File: src/rtl/usb_ep_pkg.sv
package usb_ep_pkg;

   typedef enum logic [1:0] {
      TXS_IDLE = 2'd0,
      TXS_SEND = 2'd1,
      TXS_WAIT = 2'd2
   } tx_state_e;

   typedef enum logic [1:0] {
      RXS_IDLE = 2'd0,
      RXS_RECV = 2'd1,
      RXS_DROP = 2'd2
   } rx_state_e;

endpackage

File: src/rtl/ep_pkt_buf.sv
module ep_pkt_buf #(
   parameter int DATA_W = 8,
   parameter int DEPTH  = 8,
   localparam int IDX_W = (DEPTH > 1) ? $clog2(DEPTH) : 1
) (
   input  logic              clk,
   input  logic              rst_n,
   input  logic              wr_en,
   input  logic [IDX_W-1:0]  wr_idx,
   input  logic [DATA_W-1:0] wr_data,
   input  logic [IDX_W-1:0]  rd_idx,
   output logic [DATA_W-1:0] rd_data
);

   if (DEPTH < 2) begin : g_bad_depth
      $error("ep_pkt_buf: DEPTH must be at least 2");
   end
   if (DATA_W < 1) begin : g_bad_width
      $error("ep_pkt_buf: DATA_W must be at least 1");
   end

   logic [DATA_W-1:0] mem_q [DEPTH];
   logic [DEPTH-1:0]  hit;

   for (genvar g = 0; g < DEPTH; g++) begin : g_dec
      assign hit[g] = wr_en && (wr_idx == IDX_W'(g));
   end

   always_ff @(posedge clk) begin
      if (!rst_n) begin
         for (int k = 0; k < DEPTH; k++) mem_q[k] <= '0;
      end else begin
         for (int k = 0; k < DEPTH; k++) begin
            if (hit[k]) mem_q[k] <= wr_data;
         end
      end
   end

   assign rd_data = ({1'b0, rd_idx} < (IDX_W+1)'(DEPTH)) ? mem_q[rd_idx] : '0;

   assert_one_write_R2: assert property (@(posedge clk) disable iff (!rst_n)
      $onehot0(hit));

endmodule

File: src/rtl/ep_tx_path.sv
module ep_tx_path
   import usb_ep_pkg::*;
#(
   parameter int DATA_W = 8,
   parameter int DEPTH  = 8,
   localparam int IDX_W = (DEPTH > 1) ? $clog2(DEPTH) : 1,
   localparam int CNT_W = $clog2(DEPTH + 1)
) (
   input  logic              clk,
   input  logic              rst_n,
   input  logic              mcu_wr,
   input  logic [DATA_W-1:0] mcu_wdata,
   input  logic              mcu_set,
   input  logic              tok_in,
   input  logic              host_ack,
   input  logic              take,
   output logic              ready,
   output logic              valid,
   output logic [DATA_W-1:0] data,
   output logic              last,
   output logic              zlp,
   output logic              nak,
   output logic              irq
);

   tx_state_e        st_q;
   logic [CNT_W-1:0] len_q;
   logic [CNT_W-1:0] pos_q;
   logic             rdy_q, nak_q, zlp_q, irq_q;
   logic             load_ok, at_last, can_start;

   assign load_ok   = mcu_wr && !rdy_q && (len_q < CNT_W'(DEPTH));
   assign at_last   = (pos_q == len_q - CNT_W'(1));
   assign can_start = tok_in && (st_q != TXS_SEND);

   ep_pkt_buf #(.DATA_W(DATA_W), .DEPTH(DEPTH)) u_buf (
      .clk     (clk),
      .rst_n   (rst_n),
      .wr_en   (load_ok),
      .wr_idx  (len_q[IDX_W-1:0]),
      .wr_data (mcu_wdata),
      .rd_idx  (pos_q[IDX_W-1:0]),
      .rd_data (data)
   );

   always_ff @(posedge clk) begin
      if (!rst_n) begin
         st_q  <= TXS_IDLE;
         len_q <= '0;
         pos_q <= '0;
         rdy_q <= 1'b0;
         nak_q <= 1'b0;
         zlp_q <= 1'b0;
         irq_q <= 1'b0;
      end else begin
         nak_q <= 1'b0;
         zlp_q <= 1'b0;
         irq_q <= 1'b0;
         if (load_ok) len_q <= len_q + CNT_W'(1);
         if (mcu_set && !rdy_q) rdy_q <= 1'b1;
         if (can_start) begin
            if (rdy_q) begin
               pos_q <= '0;
               if (len_q == '0) begin
                  zlp_q <= 1'b1;
                  st_q  <= TXS_WAIT;
               end else begin
                  st_q  <= TXS_SEND;
               end
            end else begin
               nak_q <= 1'b1;
            end
         end else if (st_q == TXS_SEND) begin
            if (take) begin
               if (at_last) st_q  <= TXS_WAIT;
               else         pos_q <= pos_q + CNT_W'(1);
            end
         end else if (st_q == TXS_WAIT && host_ack) begin
            rdy_q <= 1'b0;
            len_q <= '0;
            pos_q <= '0;
            irq_q <= 1'b1;
            st_q  <= TXS_IDLE;
         end
      end
   end

   assign ready = rdy_q;
   assign valid = (st_q == TXS_SEND);
   assign last  = valid && at_last;
   assign zlp   = zlp_q;
   assign nak   = nak_q;
   assign irq   = irq_q;

   assert_nak_silent_R4: assert property (@(posedge clk) disable iff (!rst_n)
      nak_q |-> !valid && !zlp_q);
   assert_send_owned_R3: assert property (@(posedge clk) disable iff (!rst_n)
      valid |-> rdy_q && (len_q != '0));
   assert_ack_release_R5: assert property (@(posedge clk) disable iff (!rst_n)
      (st_q == TXS_WAIT && host_ack && !tok_in) |=> (!rdy_q && irq_q && len_q == '0));
   assert_irq_cause_R5: assert property (@(posedge clk) disable iff (!rst_n)
      irq_q |-> !rdy_q && $past(rdy_q));
   assert_locked_fifo_R2: assert property (@(posedge clk) disable iff (!rst_n)
      (rdy_q && mcu_wr && !(st_q == TXS_WAIT && host_ack)) |=> $stable(len_q));
   assert_len_bound_R2: assert property (@(posedge clk) disable iff (!rst_n)
      len_q <= CNT_W'(DEPTH));

endmodule

File: src/rtl/ep_rx_path.sv
module ep_rx_path
   import usb_ep_pkg::*;
#(
   parameter int DATA_W = 8,
   parameter int DEPTH  = 8,
   localparam int IDX_W = (DEPTH > 1) ? $clog2(DEPTH) : 1,
   localparam int CNT_W = $clog2(DEPTH + 1)
) (
   input  logic              clk,
   input  logic              rst_n,
   input  logic              tok_out,
   input  logic              byte_valid,
   input  logic [DATA_W-1:0] byte_data,
   input  logic              eop,
   input  logic              err,
   input  logic              mcu_rd,
   input  logic              mcu_clr,
   output logic [DATA_W-1:0] mcu_rdata,
   output logic              ready,
   output logic [CNT_W-1:0]  count,
   output logic              ack,
   output logic              nak,
   output logic              irq
);

   rx_state_e         st_q;
   logic [CNT_W-1:0]  len_q;
   logic [CNT_W-1:0]  rpos_q;
   logic              rdy_q, ovf_q, ack_q, nak_q, irq_q;
   logic              store, has_more;
   logic [DATA_W-1:0] buf_rd;

   assign store    = (st_q == RXS_RECV) && byte_valid && !eop && (len_q < CNT_W'(DEPTH));
   assign has_more = rdy_q && (rpos_q < len_q);

   ep_pkt_buf #(.DATA_W(DATA_W), .DEPTH(DEPTH)) u_buf (
      .clk     (clk),
      .rst_n   (rst_n),
      .wr_en   (store),
      .wr_idx  (len_q[IDX_W-1:0]),
      .wr_data (byte_data),
      .rd_idx  (rpos_q[IDX_W-1:0]),
      .rd_data (buf_rd)
   );

   always_ff @(posedge clk) begin
      if (!rst_n) begin
         st_q   <= RXS_IDLE;
         len_q  <= '0;
         rpos_q <= '0;
         rdy_q  <= 1'b0;
         ovf_q  <= 1'b0;
         ack_q  <= 1'b0;
         nak_q  <= 1'b0;
         irq_q  <= 1'b0;
      end else begin
         ack_q <= 1'b0;
         nak_q <= 1'b0;
         irq_q <= 1'b0;
         if (mcu_rd && has_more) rpos_q <= rpos_q + CNT_W'(1);
         if (mcu_clr && rdy_q) begin
            rdy_q  <= 1'b0;
            rpos_q <= '0;
            len_q  <= '0;
         end
         unique case (st_q)
            RXS_IDLE: begin
               if (tok_out) begin
                  if (rdy_q) begin
                     st_q <= RXS_DROP;
                  end else begin
                     st_q  <= RXS_RECV;
                     len_q <= '0;
                     ovf_q <= 1'b0;
                  end
               end
            end
            RXS_RECV: begin
               if (eop) begin
                  st_q <= RXS_IDLE;
                  if (err || ovf_q) begin
                     len_q <= '0;
                  end else begin
                     ack_q <= 1'b1;
                     rdy_q <= 1'b1;
                     irq_q <= 1'b1;
                  end
               end else if (byte_valid) begin
                  if (store) len_q <= len_q + CNT_W'(1);
                  else       ovf_q <= 1'b1;
               end
            end
            RXS_DROP: begin
               if (eop) begin
                  st_q <= RXS_IDLE;
                  if (!err) nak_q <= 1'b1;
               end
            end
            default: st_q <= RXS_IDLE;
         endcase
      end
   end

   assign mcu_rdata = has_more ? buf_rd : '0;
   assign ready     = rdy_q;
   assign count     = len_q;
   assign ack       = ack_q;
   assign nak       = nak_q;
   assign irq       = irq_q;

   assert_ack_with_ready_R7: assert property (@(posedge clk) disable iff (!rst_n)
      ack_q |-> rdy_q && irq_q && !nak_q);
   assert_bad_no_hs_R10: assert property (@(posedge clk) disable iff (!rst_n)
      (st_q == RXS_RECV && eop && (err || ovf_q)) |=>
         (!ack_q && !nak_q && !rdy_q && len_q == '0));
   assert_drop_keeps_R9: assert property (@(posedge clk) disable iff (!rst_n)
      (st_q == RXS_DROP && !mcu_clr) |=> $stable(len_q) && rdy_q);
   assert_nak_from_drop_R9: assert property (@(posedge clk) disable iff (!rst_n)
      nak_q |-> $past(st_q == RXS_DROP));
   assert_rx_bound_R8: assert property (@(posedge clk) disable iff (!rst_n)
      (len_q <= CNT_W'(DEPTH)) && (rpos_q <= len_q));

endmodule

File: src/rtl/usb_ep_handshake.sv
module usb_ep_handshake #(
   parameter int DATA_W = 8,
   parameter int DEPTH  = 8,
   localparam int CNT_W = $clog2(DEPTH + 1)
) (
   input  logic              clk,
   input  logic              rst_n,
   input  logic              mcu_tx_wr,
   input  logic [DATA_W-1:0] mcu_tx_wdata,
   input  logic              mcu_tx_set,
   input  logic              mcu_rx_rd,
   output logic [DATA_W-1:0] mcu_rx_rdata,
   input  logic              mcu_rx_clr,
   output logic              tx_pkt_ready,
   output logic              rx_pkt_ready,
   output logic [CNT_W-1:0]  rx_count,
   output logic              irq,
   output logic              irq_tx,
   output logic              irq_rx,
   input  logic              tok_in,
   input  logic              tok_out,
   input  logic              host_ack,
   input  logic              rxd_valid,
   input  logic [DATA_W-1:0] rxd_data,
   input  logic              rxd_eop,
   input  logic              rxd_err,
   output logic              txd_valid,
   output logic [DATA_W-1:0] txd_data,
   output logic              txd_last,
   input  logic              txd_take,
   output logic              txd_zlp,
   output logic              hs_ack,
   output logic              hs_nak
);

   if (DEPTH < 2 || DEPTH > 1024) begin : g_bad_depth
      $error("usb_ep_handshake: DEPTH out of range 2..1024");
   end
   if (DATA_W < 1) begin : g_bad_width
      $error("usb_ep_handshake: DATA_W must be positive");
   end

   logic tx_nak, rx_nak;

   ep_tx_path #(.DATA_W(DATA_W), .DEPTH(DEPTH)) u_tx (
      .clk       (clk),
      .rst_n     (rst_n),
      .mcu_wr    (mcu_tx_wr),
      .mcu_wdata (mcu_tx_wdata),
      .mcu_set   (mcu_tx_set),
      .tok_in    (tok_in),
      .host_ack  (host_ack),
      .take      (txd_take),
      .ready     (tx_pkt_ready),
      .valid     (txd_valid),
      .data      (txd_data),
      .last      (txd_last),
      .zlp       (txd_zlp),
      .nak       (tx_nak),
      .irq       (irq_tx)
   );

   ep_rx_path #(.DATA_W(DATA_W), .DEPTH(DEPTH)) u_rx (
      .clk        (clk),
      .rst_n      (rst_n),
      .tok_out    (tok_out),
      .byte_valid (rxd_valid),
      .byte_data  (rxd_data),
      .eop        (rxd_eop),
      .err        (rxd_err),
      .mcu_rd     (mcu_rx_rd),
      .mcu_clr    (mcu_rx_clr),
      .mcu_rdata  (mcu_rx_rdata),
      .ready      (rx_pkt_ready),
      .count      (rx_count),
      .ack        (hs_ack),
      .nak        (rx_nak),
      .irq        (irq_rx)
   );

   // one shared interrupt line for both causes
   assign irq    = irq_tx | irq_rx;
   assign hs_nak = tx_nak | rx_nak;

   assert_hs_exclusive_R9: assert property (@(posedge clk) disable iff (!rst_n)
      !(hs_ack && rx_nak));

endmodule

File: config.mk
export PLATFORM = sky130hd
export DESIGN_NAME = usb_ep_handshake
export DESIGN_NICKNAME = d
export VERILOG_FILES = /design/src/rtl/usb_ep_pkg.sv /design/src/rtl/ep_pkt_buf.sv /design/src/rtl/ep_tx_path.sv /design/src/rtl/ep_rx_path.sv /design/src/rtl/usb_ep_handshake.sv
export SDC_FILE = /design/constraint.sdc
export NUM_CORES = 1
export LEC_CHECK = 0
export BUFFER_PORTS_ARGS = -buffer_cell sky130_fd_sc_hd__buf_2
export CORE_MARGIN = 2
export CORE_UTILIZATION = 40
export CTS_CLUSTER_DIAMETER = 100
export DETAILED_ROUTE_END_ITERATION = 8
export PLACE_DENSITY = 0.56
export SYNTH_ARGS = -nofsm -noshare
export SYNTH_HDL_FRONTEND = slang
export SYNTH_SLANG_ARGS = --single-unit
File: constraint.sdc
create_clock -name clk -period 2.6 [get_ports clk]
set_input_delay 0.13 -clock clk [delete_from_list [all_inputs] [get_ports clk]]
set_output_delay 0.13 -clock clk [all_outputs]
set_load 0.005 [all_outputs]
==> run_results.csv <==
group,metric,value,unit
cells_and_area,nFillCells,1609,
global_routing,grt_pass1_wl,24600,um
setup_path,cpMostUsedCell,"nor2_1",
global_routing,track_usage,16.7,%
floorplanning,std_cell_rows,49,
yosys,syn_nets,613,
yosys,syn_area_per_cell,12.9,um2
route,post-route-drc-count,0,
cells_and_area,mostFrequentLayoutCells,"edfxtp_1 (128), nor2_1 (123), nand2_1 (60)",
cells_and_area,multiInputGateArea,2530,um2
clock_tree,cts_buffers,17,
cells_and_area,stdcell_count,880,
timing,tightest_slew,0.605,ns
route,ant_nets,0,
setup_path,critPathBufInv,3,
clock_tree,clk_pin_slew_worst_paths,0.06,ns
clock_tree,numClockSinks,162,
setup_path,path_max_fanout,8,
timing,drv_slew,0,
clock_tree,post-cts-setup-buffers,0,
floorplanning,dieArea,19200,um2
yosys,ys_types,46,
timing,layout_min_cycle_time,2.40,ns
place,placed_area,7860,um2
cells_and_area,area.growth.synth_to_final,16.9,%
place,dp_cells,845,
place,portBuffers,58,
cells_and_area,final_area,8480,um2
min_path,hp-start,"mcu_rx_clr",
cells_and_area,final_common_cell,"edfxtp_1",
route,via_per_inst,5.14,
setup_path,reg2reg_to,"u_rx.u_buf.mem_q[6][3]",
setup_path,cp_slowest_cell,"dfxtp_1",
yosys,synth_area_leaders,"edfxtp_1 (53%), mux4_2 (9.9%), dfxtp_1 (9.4%)",
setup_path,crit_type,"reg2out",
setup_path,cpPeakStageDelay,0.37,ns
setup_path,reg2reg_from,"u_rx.st_q[1]",
power_and_ir_drop,power_leakage,3.24,nW
setup_path,rr_worst_depth,7,
route,drt_first_pass_iters,5,
clock_tree,cts_buffer_depth,2,
global_routing,grt_start_max_net_pins,27,
yosys,synthAdderAreaFrac,3.79,%
setup_path,reg2reg_slack,0.50,ns
route,routed_wirelength,15400,um
timing,setup_slack,0.197,ns
run,cap_viol_max_count,0,
cells_and_area,antenna_cells,0,
floorplanning,die-height,139,um
yosys,synth_compound_area_share,3.88,%
clock_tree,cts-root-buf,"clkbuf_16",
route,wire_per_inst,17.5,um
min_path,hp-class,"in2reg",
timing,finClkSkew,0.00552,ns
global_routing,grt-ovfl-total,0,
clock_tree,cts_tree,"yes",
yosys,synth-simple-area-share,13.7,%
yosys,yosysSeqAreaShare,62.4,%
outcome,status,"finished, final reports clean",
yosys,synth_top_cell_by_area,"edfxtp_1",
timing,min_period_over_period,92.4,%
place,dp_hpwl,10700,um
floorplanning,core-area,17900,um2
floorplanning,die_width,139,um
cells_and_area,nets,689,
min_path,whs_endpoint,"u_rx.ready",
global_routing,grt_pass1_vias,4645,
cells_and_area,drive_gt1_share,24.1,%
timing,hold_violations,0,
yosys,synth_top_area_share,53.0,%
timing,rsz0062_at_grt,"no",
place,dpl_worst_slack,0.425,ns
timing,finalSetupTns,0,ns
yosys,synth_xor_area_share,0.966,%
floorplanning,start_util,40.5,%
power_and_ir_drop,p_per_area,699,nW/um2
setup_path,start_kind,"flip-flop",
floorplanning,io_pins,59,
clock_tree,cts_max_level,4,
setup_path,worst_path_dominant_cell_family,"simple AND/OR/NAND/NOR gates",
yosys,synth_area,7250,um2
timing,slew_headroom,59.3,%
yosys,synth_top_family_by_area,"simple AND/OR/NAND/NOR gates",
global_routing,antenna_found_initial,0,
setup_path,arrival,2.27,ns
min_path,hold_depth,3,
route,routed-via-count,4522,
cells_and_area,register_area,4530,um2
yosys,synth.area.mux_share,12.6,%
clock_tree,clk_latency,0.42,ns
yosys,synth_warnings,0,
place,gp_congestion,0.802,
timing,max_clock_freq,416,MHz
power_and_ir_drop,ir_drop,0.445,mV
setup_path,worstPathCellList,"inv_1, ha_1, or2_2, a21oi_1, nor2_1, buf_4, nor2_1, buf_2",
timing,setup_viol,0,
setup_path,cp-end-kind,"output port",
yosys,yosys_register_bits,162,
route,dr.first_iter.drc_count,379,
yosys,synthCells,562,
setup_path,worst_ep_required_time,2.47,ns
[area by class of cell]
| cell class | count | area share, % |
|---|---|---|
| multi-input combinational | 350 | 29.9 |
| clock inverter | 15 | 1.87 |
| timing repair buffer | 76 | 5.11 |
| inverter | 31 | 1.37 |
| sequential | 162 | 53.4 |
| clock buffer | 17 | 5.02 |
| tap | 229 | 3.38 |
[cell families (layout without fill, tap and decap cells)]
group                      count (synthesis)  count (layout)
and+or+nand+nor                          231             231
DFF                                      162             162
muxes                                     50              50
buffers and inverters                     50             139
AOI/OAI and AO/OA                         39              39
adders and majority gates                 22              22
xor gates and xnor gates                   8               8
[stage by stage]
| step | hold slack [ns] | utilization, % | total power, W |
|---|---|---|---|
| finish | 0.0247 | 47.4 | 0.00593 |
| detailed placement | 0.340 | 43.9 | 0.00354 |
| CTS | 0.0145 | 47.4 | 0.00598 |
| floorplan | 0.246 | - | 0.00335 |
| global placement | 0.335 | 43.9 | 0.00352 |
| global route | 0.0190 | 47.4 | 0.00617 |
[tightest hold or removal path: cells and delay by family]
kind | cells | cell delay, ns
AOI/OAI and AO/OA | 1 | 0.13
buffers and inverters | 2 | 0.15
[routing by layer]
| layer | wire length [um] | vias up | track usage, % |
|---|---|---|---|
| met5 | 0 | - | 0 |
| met1 | 6760 | 2195 | 22.5 |
| met3 | 946 | 15 | 3.76 |
| li1 | - | 2170 | - |
| met4 | 180 | 0 | 5.10 |
| met2 | 7560 | 142 | 27.2 |
[worst max path at each step]
stage / end / slack, ns / cells after the start / start
after floorplan: flip-flop / 0.58 / 8 / u_tx.len_q[0]
after global placement: flip-flop / 0.51 / 8 / u_tx.len_q[0]
after detailed placement: flip-flop / 0.43 / 8 / u_tx.len_q[0]
after CTS: mcu_rx_rdata[0] / 0.18 / 8 / u_rx.count[2]
after global routing: mcu_rx_rdata[5] / 0.09 / 8 / u_rx.count[2]
final: mcu_rx_rdata[3] / 0.20 / 8 / u_rx.count[2]
[flip-flops by register name, indices dropped and copies added (netlist names), named ones only]
signal	cells
u_tx.nak	1
u_rx.count	4
u_tx.ready	1
u_rx.ready	1
u_rx.rpos_q	4
u_rx.ovf_q	1
u_tx.len_q	4
u_rx.ack	1
u_rx.st_q	2
u_rx.nak	1
u_rx.u_buf.mem_q	64
u_tx.zlp	1
u_tx.irq	1
u_tx.u_buf.mem_q	64
u_tx.pos_q	4
u_tx.st_q	2
[where the power goes]
group	switching (W)	leakage, nW	total (W)	internal [W]
clock	0.00103	0.270	0.00245	0.00142
combinational	0.000297	1.38	0.000495	0.000199
sequential	0.0000569	1.59	0.00299	0.00293
total	0.00138	3.24	0.00593	0.00455
[repair_timing]
| item | CTS | global route |
|---|---|---|
| hold buffers | 3 | 0 |
| endpoints found under the hold margin | 3 | 0 |
| resized for setup | 0 | 1 |
| setup endpoints to repair | 0 | 1 |
[Yosys cell counts, drive strengths merged]
master and count:
a2111oi 1, a211oi 2, a21oi 7, a221o 1, a221oi 1, a31o 3
a31oi 2, a32oi 1, a41oi 1, and2 7, buf 10, clkbuf 9
dfxtp 34, edfxtp 128, ha 22, inv 31, mux2 8, mux2i 10
mux4 32, nand2 60, nand2b 6, nand3 10, nand3b 5, nor2 123
nor3 7, nor3b 6, nor4b 1, nor4bb 1, o211ai 1, o21a 1
o21ai 8, o21bai 1, o22ai 7, o311a 1, o31a 1, or2 3
or3 2, xnor2 3, xor2 5
Note: power is estimated with default switching activity, not from simulation.
